### src/rtl/gpx_pkg.sv
package gpx_pkg;

    localparam int GPX_PORT_W    = 8;
    localparam int GPX_NUM_PORTS = 2;
    localparam int GPX_KIND_W    = 2;

    typedef enum logic [GPX_KIND_W-1:0] {
        KIND_INPUT    = 2'd0,
        KIND_OUTPUT   = 2'd1,
        KIND_POLARITY = 2'd2,
        KIND_CONFIG   = 2'd3
    } reg_kind_e;

    typedef enum logic {
        RST_FULL   = 1'b0,
        RST_RETAIN = 1'b1
    } rst_mode_e;

    // per-port strobes from decode to a register bank
    typedef struct packed {
        logic wr_out;
        logic wr_pol;
        logic wr_cfg;
        logic refresh;
    } bank_strb_t;

    function automatic logic kind_writable(input reg_kind_e k);
        return k != KIND_INPUT;
    endfunction

endpackage

### src/rtl/gpx_bus_ctl.sv
module gpx_bus_ctl
    import gpx_pkg::*;
#(
    parameter int PORT_W     = GPX_PORT_W,
    parameter int NUM_PORTS  = GPX_NUM_PORTS,
    parameter int BUS_ADDR_W = 7,
    parameter int ADDR_SEL_W = 2,
    parameter logic [BUS_ADDR_W-1:0] ADDR_BASE = 7'h74
) (
    input  logic                                  clk,
    input  logic                                  bus_rst,
    input  logic [BUS_ADDR_W-1:0]                 bus_addr,
    input  logic [ADDR_SEL_W-1:0]                 addr_sel,
    input  logic [GPX_KIND_W+$clog2(NUM_PORTS)-1:0] reg_idx,
    input  logic                                  wr_en,
    input  logic                                  rd_en,
    input  logic [PORT_W-1:0]                     in_view [NUM_PORTS],
    input  logic [PORT_W-1:0]                     out_q   [NUM_PORTS],
    input  logic [PORT_W-1:0]                     pol_q   [NUM_PORTS],
    input  logic [PORT_W-1:0]                     cfg_q   [NUM_PORTS],
    output bank_strb_t [NUM_PORTS-1:0]            strb,
    output logic [PORT_W-1:0]                     rd_data
);
    localparam int PSEL_W = $clog2(NUM_PORTS);
    localparam int IDX_W  = GPX_KIND_W + PSEL_W;
    localparam int HI_W   = BUS_ADDR_W - ADDR_SEL_W;

    localparam logic [HI_W-1:0] BASE_HI = ADDR_BASE[BUS_ADDR_W-1:ADDR_SEL_W];

    logic              selected;
    reg_kind_e         kind;
    logic [PSEL_W-1:0] port_sel;
    logic              wr_ok;
    logic              rd_ok;
    logic [PORT_W-1:0] rd_mux;

    assign selected = !bus_rst && (bus_addr == {BASE_HI, addr_sel});
    assign kind     = reg_kind_e'(reg_idx[IDX_W-1 -: GPX_KIND_W]);
    assign port_sel = reg_idx[PSEL_W-1:0];
    assign wr_ok    = selected && wr_en && kind_writable(kind);
    assign rd_ok    = selected && rd_en;

    for (genvar p = 0; p < NUM_PORTS; p++) begin : g_strb
        logic hit;
        assign hit             = (port_sel == PSEL_W'(p));
        assign strb[p].wr_out  = wr_ok && hit && (kind == KIND_OUTPUT);
        assign strb[p].wr_pol  = wr_ok && hit && (kind == KIND_POLARITY);
        assign strb[p].wr_cfg  = wr_ok && hit && (kind == KIND_CONFIG);
        assign strb[p].refresh = rd_ok && hit && (kind == KIND_INPUT);
    end

    always_comb begin
        case (kind)
            KIND_INPUT:    rd_mux = in_view[port_sel];
            KIND_OUTPUT:   rd_mux = out_q[port_sel];
            KIND_POLARITY: rd_mux = pol_q[port_sel];
            default:       rd_mux = cfg_q[port_sel];
        endcase
    end

    always_ff @(posedge clk) begin
        if (bus_rst) begin
            rd_data <= '0;
        end else if (rd_ok) begin
            rd_data <= rd_mux;
        end
    end

endmodule

### src/rtl/gpx_port_bank.sv
module gpx_port_bank
    import gpx_pkg::*;
#(
    parameter int PORT_W = GPX_PORT_W
) (
    input  logic              clk,
    input  logic              regs_rst,
    input  bank_strb_t        strb,
    input  logic [PORT_W-1:0] wr_data,
    input  logic [PORT_W-1:0] pins,
    output logic [PORT_W-1:0] out_q,
    output logic [PORT_W-1:0] pol_q,
    output logic [PORT_W-1:0] cfg_q,
    output logic [PORT_W-1:0] latch_q
);

    always_ff @(posedge clk) begin
        if (regs_rst) begin
            out_q <= '1;
            pol_q <= '0;
            cfg_q <= '1;
        end else begin
            if (strb.wr_out) out_q <= wr_data;
            if (strb.wr_pol) pol_q <= wr_data;
            if (strb.wr_cfg) cfg_q <= wr_data;
        end
    end

    // reset and host reads both resynchronise the latched view to the pins
    always_ff @(posedge clk) begin
        if (regs_rst || strb.refresh) begin
            latch_q <= pins;
        end
    end

endmodule

### src/rtl/gpx_change_det.sv
module gpx_change_det #(
    parameter int WIDTH = 16
) (
    input  logic             clk,
    input  logic             rst,
    input  logic [WIDTH-1:0] pins,
    input  logic [WIDTH-1:0] latched,
    input  logic [WIDTH-1:0] is_input,
    output logic             irq_n
);
    logic [WIDTH-1:0] diff;

    assign diff = (pins ^ latched) & is_input;

    always_ff @(posedge clk) begin
        if (rst) begin
            irq_n <= 1'b1;
        end else begin
            irq_n <= ~|diff;
        end
    end

endmodule

### src/rtl/gpx_core.sv
module gpx_core
    import gpx_pkg::*;
#(
    parameter int        PORT_W     = GPX_PORT_W,
    parameter int        NUM_PORTS  = GPX_NUM_PORTS,
    parameter int        BUS_ADDR_W = 7,
    parameter int        ADDR_SEL_W = 2,
    parameter logic [BUS_ADDR_W-1:0] ADDR_BASE = 7'h74,
    parameter rst_mode_e RST_MODE   = RST_FULL
) (
    input  logic                                    clk,
    input  logic                                    por,
    input  logic                                    ext_rst_n,
    input  logic [ADDR_SEL_W-1:0]                   addr_sel,
    input  logic [BUS_ADDR_W-1:0]                   bus_addr,
    input  logic [GPX_KIND_W+$clog2(NUM_PORTS)-1:0] reg_idx,
    input  logic                                    wr_en,
    input  logic [PORT_W-1:0]                       wr_data,
    input  logic                                    rd_en,
    output logic [PORT_W-1:0]                       rd_data,
    input  logic [NUM_PORTS*PORT_W-1:0]             pin_in,
    output logic [NUM_PORTS*PORT_W-1:0]             pin_oe,
    output logic [NUM_PORTS*PORT_W-1:0]             pin_out,
    output logic                                    irq_n
);
    localparam int TOTAL_W = NUM_PORTS * PORT_W;

    logic regs_rst;
    logic bus_rst;

    // the external reset reaches the registers only in the full variant
    if (RST_MODE == RST_FULL) begin : g_rst_full
        assign regs_rst = por || !ext_rst_n;
    end else begin : g_rst_retain
        assign regs_rst = por;
    end
    assign bus_rst = por || !ext_rst_n;

    bank_strb_t [NUM_PORTS-1:0] strb;
    logic [PORT_W-1:0] out_q   [NUM_PORTS];
    logic [PORT_W-1:0] pol_q   [NUM_PORTS];
    logic [PORT_W-1:0] cfg_q   [NUM_PORTS];
    logic [PORT_W-1:0] latch_q [NUM_PORTS];
    logic [PORT_W-1:0] in_view [NUM_PORTS];
    logic [TOTAL_W-1:0] latch_all;
    logic [TOTAL_W-1:0] cfg_all;

    for (genvar p = 0; p < NUM_PORTS; p++) begin : g_port
        logic [PORT_W-1:0] pins_p;
        assign pins_p = pin_in[p*PORT_W +: PORT_W];

        gpx_port_bank #(
            .PORT_W (PORT_W)
        ) u_bank (
            .clk      (clk),
            .regs_rst (regs_rst),
            .strb     (strb[p]),
            .wr_data  (wr_data),
            .pins     (pins_p),
            .out_q    (out_q[p]),
            .pol_q    (pol_q[p]),
            .cfg_q    (cfg_q[p]),
            .latch_q  (latch_q[p])
        );

        assign in_view[p]                   = pins_p ^ pol_q[p];
        assign latch_all[p*PORT_W +: PORT_W] = latch_q[p];
        assign cfg_all[p*PORT_W +: PORT_W]   = cfg_q[p];
        assign pin_out[p*PORT_W +: PORT_W]   = out_q[p];
    end

    assign pin_oe = ~cfg_all;

    gpx_bus_ctl #(
        .PORT_W     (PORT_W),
        .NUM_PORTS  (NUM_PORTS),
        .BUS_ADDR_W (BUS_ADDR_W),
        .ADDR_SEL_W (ADDR_SEL_W),
        .ADDR_BASE  (ADDR_BASE)
    ) u_bus (
        .clk      (clk),
        .bus_rst  (bus_rst),
        .bus_addr (bus_addr),
        .addr_sel (addr_sel),
        .reg_idx  (reg_idx),
        .wr_en    (wr_en),
        .rd_en    (rd_en),
        .in_view  (in_view),
        .out_q    (out_q),
        .pol_q    (pol_q),
        .cfg_q    (cfg_q),
        .strb     (strb),
        .rd_data  (rd_data)
    );

    gpx_change_det #(
        .WIDTH (TOTAL_W)
    ) u_irq (
        .clk      (clk),
        .rst      (regs_rst),
        .pins     (pin_in),
        .latched  (latch_all),
        .is_input (cfg_all),
        .irq_n    (irq_n)
    );

endmodule

### config.mk
export PLATFORM = sky130hd
export DESIGN_NAME = gpx_core
export DESIGN_NICKNAME = d
export VERILOG_FILES = /design/src/rtl/gpx_pkg.sv /design/src/rtl/gpx_bus_ctl.sv /design/src/rtl/gpx_port_bank.sv /design/src/rtl/gpx_change_det.sv /design/src/rtl/gpx_core.sv
export SDC_FILE = /design/constraint.sdc
export NUM_CORES = 1
export LEC_CHECK = 0
export BUFFER_PORTS_ARGS = -buffer_cell sky130_fd_sc_hd__buf_2
export CAP_MARGIN = 40
export CORE_MARGIN = 10
export CORE_UTILIZATION = 45
export DETAILED_ROUTE_END_ITERATION = 10
export PLACE_DENSITY = 0.69
export SETUP_SLACK_MARGIN = 0.05
export SYNTH_ARGS = -nofsm -noshare
export SYNTH_HDL_FRONTEND = slang
export SYNTH_SLANG_ARGS = --single-unit
### constraint.sdc
create_clock -name clk -period 2.5 [get_ports clk]
set_clock_uncertainty 0.05 [all_clocks]
set_input_delay 0.125 -clock clk [delete_from_list [all_inputs] [get_ports clk]]
set_output_delay 0.125 -clock clk [all_outputs]
set_load 0.02 [all_outputs]
# Word-level counts from Yosys, hierarchy flattened
# Index checks and enable logic that the tools add are counted.
# word_totals
reg_bits	73
elab_cells	60
output_inout_bits	41
# classes
n_lt_le_gt_ge	1
muxes	13
bitwise	7
eq_ne	4
n_reduce_logical	25
# op_table
op	count
$mux 8	12
$pmux 8 s3	1
$and 16x16->16	1
$logic_and 1x1->1	16
$not 16->16	1
$reduce_or 16->1	1
$xor 16x16->16	1
$xor 8x8->8	2
$eq 7x7->1	1
$eq 2x2->1 const B	2
$logic_not 1->1	3
$logic_or 1x1->1	3
$eq 2x1->1 const B	1
$ge 2x2->1 const B	1
$logic_not 2->1	1
$not 1->2	1
$reduce_bool 2->1	1
$not 1->1	1

# Longest topological paths before layout
# Gate-level depths: netlist (run 1).
# logic_depth
word_depth	8
mapped_depth	7
depth_no_buf	5

# Hierarchy
# A second synthesis (run 1) with hierarchy kept.
# unflattened
cells_unflattened	350
area_unflattened_um2	3682.3
# by_module_without_submodules
mod	area_each_um2	n_inst	seq_area_each_um2	cells_each
gpx_port_bank	1137.3	2	720.7	87
gpx_bus_ctl	960.9	1	160.2	115
gpx_change_det	240.2	1	20.0	28
gpx_core	206.4	1	0.0	33

# Worst setup path after synthesis (run 1)
# No wires, ideal clock.
# synth_timing
kind	input -> register
from	in bus_addr[3]
to	reg g_port[0].u_bank.latch_q[0] (enable)
path_buffers	0
arrival_ns	1.507
stages	4
slack_ns	0.557
path_cell_list	and4bb_1 > and4_4 > nand2_1 > o31ai_1
# synth_via
elab_chain_cells	6
# synth_lines
item	line_no	rtl
start, declared	gpx_core.sv:15	input logic [BUS_ADDR_W-1:0] bus_addr,
$eq 7x7->1	gpx_bus_ctl.sv:37	assign selected = !bus_rst && (bus_addr == {BASE_HI, addr_sel});
$logic_and 1x1->1	gpx_bus_ctl.sv:37	
$logic_and 1x1->1	gpx_bus_ctl.sv:41	assign rd_ok = selected && rd_en;
$logic_and 1x1->1 (2 in a row)	gpx_bus_ctl.sv:49	assign strb[p].refresh = rd_ok && hit && (kind == KIND_INPUT);
$logic_or 1x1->1	gpx_port_bank.sv:31	if (regs_rst || strb.refresh) begin
end signal, assigned	gpx_port_bank.sv:32	latch_q <= pins;
end, declared	gpx_port_bank.sv:14	output logic [PORT_W-1:0] latch_q
# Every way passes these cells.
# A chain may end at the register's enable or synchronous reset.

# Worst setup path in the final report (run 1)
# layout_timing
from	in reg_idx[1]
to	reg g_port[0].u_bank.pol_q[0]
# layout_via
elab_chain_cells	4
elab_cells_between_ends	5
classes_between	eq/ne (1); reduce/logical (4)
# layout_lines
item	line_no	rtl
start, declared	gpx_core.sv:16	input logic [GPX_KIND_W+$clog2(NUM_PORTS)-1:0] reg_idx,
$reduce_bool 2->1	gpx_pkg.sv:28	return k != KIND_INPUT;
$logic_and 1x1->1	gpx_bus_ctl.sv:40	assign wr_ok = selected && wr_en && kind_writable(kind);
$logic_and 1x1->1	gpx_bus_ctl.sv:47	assign strb[p].wr_pol = wr_ok && hit && (kind == KIND_POLARITY);
$logic_and 1x1->1 *	gpx_bus_ctl.sv:47	
end signal, assigned	gpx_port_bank.sv:24	if (strb.wr_pol) pol_q <= wr_data;
end, declared	gpx_port_bank.sv:12	output logic [PORT_W-1:0] pol_q,
# Mark *: on every way between the ends. The rest lies on a longest branch, timed or not.

==> metrics.md, run 1 <==
| Metric | Value |
|---|---|
| Slowest CP cell | `nor2b_1` |
| Post-CTS resize count | `0` |
| Post-synth EDFFs | `16` |
| RSZ-0062 raised after global routing | `false` |
| Final hold vios | `0` |
| Top cells by area, synth | `dfxtp_1, edfxtp_1, mux2i_1` |
| Antenna diode count | `0` |
| Synth top cells by count | `dfxtp_1, nand2_1, mux2i_1` |
| RePlAce Congestion | `0.921` |
| Syn Inst Count | `362` |
| DR top layer | `met5` |
| Drt first pass iters | `4` |
| LEAKAGE | `1.85 nW` |
| CP max FO | `26` |
| Max Slew Vio Count | `0` |
| Die height | `109 um` |
| Die area | `0.0119 mm2` |
| Total grt overflow | `0` |
| Post-CTS setup buffers | `0` |
| Cell Area, Synth | `0.00356 mm2` |
| Per-cell routed wire length | `18.1 um` |
| Row cnt | `32` |
| Vias in the first global route | `2,920` |
| Die X | `109 um` |
| Dpl cells | `531` |
| Clock Pin Slew Worst Setup and Hold Paths | `0.08 ns` |
| Crit path capture type | `register` |
| Worst-Skew Late Latency | `0.35 ns` |
| Antenna violations before repair | `1` |
| Routed wire length | `10,200 um` |
| Clock tree buffer depth | `2` |
| Final Cycle Share | `0.689` |
| Outcome | `finished clean` |
| Final HPWL DP | `7720 um` |
| Slew margin rel. | `0.445` |
| Setup TNS | `0 ns` |
| Largest net degree at the start of global routing | `38` |
| Total power | `0.00264 W` |
| Worst Tran Pin Value | `0.832 ns` |
| Cts hold-fix bufs | `16` |
| Fin worst setup slack | `0.779 ns` |
| Core region area | `0.00773 mm2` |
| Max Fclk | `0.581 GHz` |
| Largest delay contributor family on the critical path | `simple AND/OR/NAND/NOR gates` |
| Met3 WL | `684 um` |
| Synth area leader | `dfxtp_1` |
| Area Growth Syn to Fin | `24.3%` |
| Max incr delay on CP | `0.59 ns` |
| Peak supply drop | `0.000260 V` |
| Synthesized Nets | `403` |
| Crit path time final | `1.72 ns` |
| H-tree Lvls | `3` |
| Total GRT Usage | `0.175` |
| Arrival @ worst endpoint | `1.87 ns` |
| Worst EP required | `2.65 ns` |
| P per Cell Area | `596 mW/mm2` |
| Clock net sink count | `73` |
| Share of layout cells above drive strength 1 | `0.269` |
| Hold/Removal Path Class | `input pin to register` |
| Asr flop ratio synth | `0` |
| Yosys top cell area share | `0.320` |
| Most used DFF post-synth | `dfxtp_1` |
| Sequential area share after synthesis | `0.455` |
| Vias | `2,949` |
| Met2 wire length | `4570 um` |
| Boundary Pins | `82` |
| Remaining antenna violation count | `0` |
| Number of port buffers | `81` |
| Met1 WL | `4820 um` |
| Synth cell types | `48` |
| Post-Syn Area per Cell | `9.84 um2` |
| FF+latch count, synth | `73` |
| MaxCap Viol Count | `0` |
| Yosys warns | `0` |
| Initial Util | `0.461` |
| Crit path buf inv count | `1` |
| Root buf cell | `clkbuf_8` |
| 1st-iter DRT viols | `183` |
| Fin nets | `497` |
| Num CTS Buffers | `9` |
| Count leader, synth | `dfxtp_1` |
| CTS tree | `yes` |
| First-pass GRT wire length | `16,200 um` |
| Crit Path Category | `input pin to register` |
| Post-Place Setup Slack | `0.451 ns` |
| CP cell instances | `buf_2 > nor2b_1 > and3_1 > mux2i_1 > nor2_1` |
| Via/cell ratio | `5.24` |
| Startpoint types | `input pin` |
| Final setup violation count | `0` |
| DRC | `0` |
| Fin cells | `563` |
[layer usage]
layer / track usage / vias to the layer above
met5: 0 / -
li1: - / 1465
met2: 0.263 / 97
met3: 0.0389 / 10
met1: 0.241 / 1375
met4: 0.0621 / 2
[flip-flops by register name, indices dropped and copies added, names as in the netlist]
name                   cells
g_port.u_bank.pol_q       16
u_bus.rd_data              8
g_port.u_bank.latch_q     16
u_irq.irq_n                1
g_port.u_bank.cfg_q       16
g_port.u_bank.out_q       16
[power breakdown]
group,switching [W],internal [W]
combinational,0.000139,0.000108
clock,0.000446,0.000705
sequential,0.0000103,0.00123
[kinds of logic after synthesis]
logic type	Yosys count	synth area share
mux	39	0.112
compound gates	74	0.155
simple gates	106	0.145
flops	73	0.455
buf+inv	40	0.0594
xor+xnor	30	0.0738
[worst min-delay path, stage by stage]
cell and delay, ns:
buf_2 0.16, mux2i_1 0.08, nand2_1 0.06
[final cells by class]
| class | instances | area (um2) |
|---|---|---|
| tap | 102 | 128 |
| fill | 699 | 3300 |
| multi-input combinational | 249 | 1730 |
| timing repair buffer | 105 | 626 |
| clock buffer | 13 | 190 |
| inverter | 18 | 67.6 |
| clock inverter | 3 | 67.6 |
| sequential | 73 | 1620 |
[cell usage in the layout, fill, tap and decap left out, drive strengths merged, types with 8 or more instances in the layout]
| master | count |
|---|---|
| xnor2 | 20 |
| o211ai | 18 |
| nor2 | 27 |
| mux2i | 32 |
| dfxtp | 57 |
| o21ai | 13 |
| edfxtp | 16 |
| inv | 18 |
| buf | 89 |
| nor2b | 8 |
| clkbuf | 13 |
| dlygate4sd3 | 16 |
| xor2 | 10 |
| nand2 | 46 |
[worst paths after layout]
kind                             startpoint                        end  slack [ns]  depth (start not counted)
setup / recovery                 reg_idx[1]  g_port[0].u_bank.pol_q[0]        0.78                          5
hold / removal                   wr_data[7]  g_port[0].u_bank.out_q[7]        0.06                          3
setup reg to reg  g_port[0].u_bank.cfg_q[3]           u_bus.rd_data[3]        0.99                          4
hold reg to reg            u_bus.rd_data[6]           u_bus.rd_data[6]        0.45                          2
[metrics by stage]
step	hold slack (ns)	cell area [um2]	utilization
2_1_floorplan	0.174	3560	-
3_3_place_gp	0.302	4010	0.519
3_5_place_dp	0.298	4010	0.519
4_1_cts	0.0419	4430	0.573
5_1_grt	0.0566	4430	0.573
6_report	0.0559	4430	0.573
No activity file was read; power rests on OpenSTA's default activity.
==> inputs of run 2 (changes only) <==
clock period = 1.76 ns   (was 2.5 ns; I/O delays follow)
==> metrics.md, run 2 (synthesis results as in run 1) <==
| Metric | Value |
|---|---|
| Outcome | `finished clean` |
| MaxCap Viol Count | `0 (unchanged)` |
| Total GRT Usage | `0.173 (-0.00213)` |
| Worst r2r path cells | `4 (unchanged)` |
| Startpoint types | `input pin` |
| Crit Path Category | `input pin to register` |
| Most common cell after layout, fill and taps aside | `buf_2` |
| Share of layout cells above drive strength 1 | `0.288 (+0.0185)` |
| Placed cell areas | `0.00412 mm2 (+2.7%)` |
| Worst-Skew Late Latency | `0.35 ns (about the same)` |
| Hold path cells | `3 (unchanged)` |
| Setup TNS | `0 ns (unchanged)` |
| Row cnt | `32 (unchanged)` |
| Vias in the first global route | `3,095 (+6.0%)` |
| Clock Pin Slew Worst Setup and Hold Paths | `0.08 ns (about the same)` |
| Core region area | `0.00773 mm2 (unchanged)` |
| 1st-iter DRT viols | `200 (+9.3%)` |
| Total grt overflow | `0 (unchanged)` |
| Vias | `3,030 (+2.7%)` |
| Post-CTS setup buffers | `0 (unchanged)` |
| RR Startpoint | `g_port[0].u_bank.cfg_q[3]` |
| Hold/Removal Path Class | `input pin to register` |
| Worst EP required | `1.94 ns (-0.71 ns)` |
| Max incr delay on CP | `0.53 ns (-0.06 ns)` |
| Die X | `109 um (unchanged)` |
| Per-cell routed wire length | `17.6 um (-2.9%)` |
| Final HPWL DP | `7800 um (+0.99%)` |
| Crit path time final | `1.46 ns` |
| Clock net sink count | `73 (unchanged)` |
| Final setup violation count | `0 (unchanged)` |
| Reg-to-reg endpoint | `u_bus.rd_data[3]` |
| Die height | `109 um (unchanged)` |
| Worst hold start | `wr_data[4]` |
| First-pass GRT wire length | `16,200 um (about the same)` |
| DRC | `0 (unchanged)` |
| LEAKAGE | `1.88 nW (+1.8%)` |
| P per Cell Area | `760 mW/mm2 (+28%)` |
| Post-CTS resize count | `0 (unchanged)` |
| Routed wire length | `10,100 um (-0.79%)` |
| FF/Latch Area | `0.00162 mm2 (unchanged)` |
| Remaining antenna violation count | `0 (unchanged)` |
| Final Cycle Share | `0.829` |
| Max Slew Vio Count | `0 (unchanged)` |
| Design area | `0.00446 mm2 (+0.79%)` |
| Boundary Pins | `82 (unchanged)` |
| Largest delay contributor family on the critical path | `compound AO/OA/AOI/OAI gates` |
| Via/cell ratio | `5.27 (+0.60%)` |
| Worst Tran Pin Value | `0.753 ns (-0.0790 ns)` |
| Die area | `0.0119 mm2 (unchanged)` |
| Area Growth Syn to Fin | `25.3%` |
| Fin worst setup slack | `0.301 ns (-0.478 ns)` |
| CP max FO | `4 (-85%)` |
| Multi-input logic area | `0.00173 mm2 (+0.29%)` |
| Drt first pass iters | `4 (unchanged)` |
| Fillers | `694 (-0.72%)` |
| Max Fclk | `0.685 GHz` |
| Slowest CP cell | `dlygate4sd3_1` |
| RSZ-0062 raised after global routing | `false` |
| CTS tree | `yes` |
| Post-Place Setup Slack | `0.102 ns (-0.350 ns)` |
| Cts hold-fix bufs | `16 (unchanged)` |
| Arrival @ worst endpoint | `1.64 ns (-0.23 ns)` |
| Initial Util | `0.461 (unchanged)` |
| Antenna violations before repair | `0 (-1)` |
| Most used cell, CP | `a21oi_1` |
| H-tree Lvls | `3 (unchanged)` |
| Slew margin rel. | `0.498 (+0.0527)` |
| Largest net degree at the start of global routing | `30 (-21%)` |
| CP cell instances | `dlygate4sd3_1 > buf_2 > o21ba_2 > o221ai_1 > a21oi_1 > a311oi_1 > a21oi_1` |
| Clock tree buffer depth | `2 (unchanged)` |
| Number of port buffers | `81 (unchanged)` |
| Num CTS Buffers | `9 (unchanged)` |
| R2R setup slack | `0.34 ns (-0.65 ns)` |
| Peak supply drop | `0.000373 V (+44%)` |
| Root buf cell | `clkbuf_8` |
| Final hold vios | `0 (unchanged)` |
| Most frequent cells in the layout | `buf_2, dfxtp_1, nand2_1` |
| Fin nets | `509 (+2.4%)` |
| Hold WS | `0.0143 ns (-0.0415 ns)` |
| Antenna diode count | `0 (unchanged)` |
| WHS Endpoint | `g_port[0].u_bank.out_q[4]` |
| Crit path capture type | `register` |
| RePlAce Congestion | `0.882 (-4.3%)` |
| Crit path buf inv count | `2 (+1)` |
[run 2: per-stage QoR]
| step | utilization | total power, W | cells |
|---|---|---|---|
| CTS | 0.578 | 0.00340 | 575 |
| detailed placement | 0.533 | 0.00213 | 543 |
| global placement | 0.533 | 0.00212 | 543 |
| global route | 0.578 | 0.00350 | 575 |
| finish | 0.578 | 0.00339 | 575 |
| floorplan | - | 0.00199 | 362 |
[run 2: worst register-to-register path: stages (launching register included)]
cell      delay [ns]
dfxtp_1         0.34
mux2_1          0.30
a221o_1         0.29
a211oi_1        0.23
nor3_1          0.07
[run 2: layout make-up]
type | count | share of cell area
Tap cell | 102 | 0.0286
Clock inverter | 7 | 0.0137
Multi-Input combinational cell | 249 | 0.388
Clock buffer | 9 | 0.0277
Inverter | 18 | 0.0151
Sequential cell | 73 | 0.363
Timing Repair Buffer | 117 | 0.163
[run 2: power by group]
part | leakage [nW] | switching, W | internal (W)
clock network | 0.0962 | 0.000633 | 0.000640
logic | 1.16 | 0.000197 | 0.000162
registers | 0.624 | 0.0000149 | 0.00175
total | 1.88 | 0.000846 | 0.00255
[run 2: layer usage]
metal / track usage / vias to the layer above / wire length (um)
met5: 0 / - / 0
li1: - / 1492 / -
met1: 0.230 / 1427 / 4500
met3: 0.0448 / 9 / 781
met2: 0.270 / 102 / 4740
met4: 0.0508 / 0 / 108
[run 2: worst max-delay path by stage]
| stage | start | slack [ns] | to | depth (start not counted) |
|---|---|---|---|---|
| finish | pin_in[13] | 0.30 | u_bus.rd_data[5] | 7 |
| global placement | reg_idx[2] | 0.11 | u_bus.rd_data[2] | 5 |
| global route | pin_in[13] | 0.22 | u_bus.rd_data[5] | 7 |
| detailed placement | reg_idx[2] | 0.10 | u_bus.rd_data[2] | 5 |
| CTS | pin_in[13] | 0.32 | u_bus.rd_data[5] | 7 |
| floorplan | bus_addr[3] | 0.09 | g_port[0].u_bank.latch_q[0] | 4 |
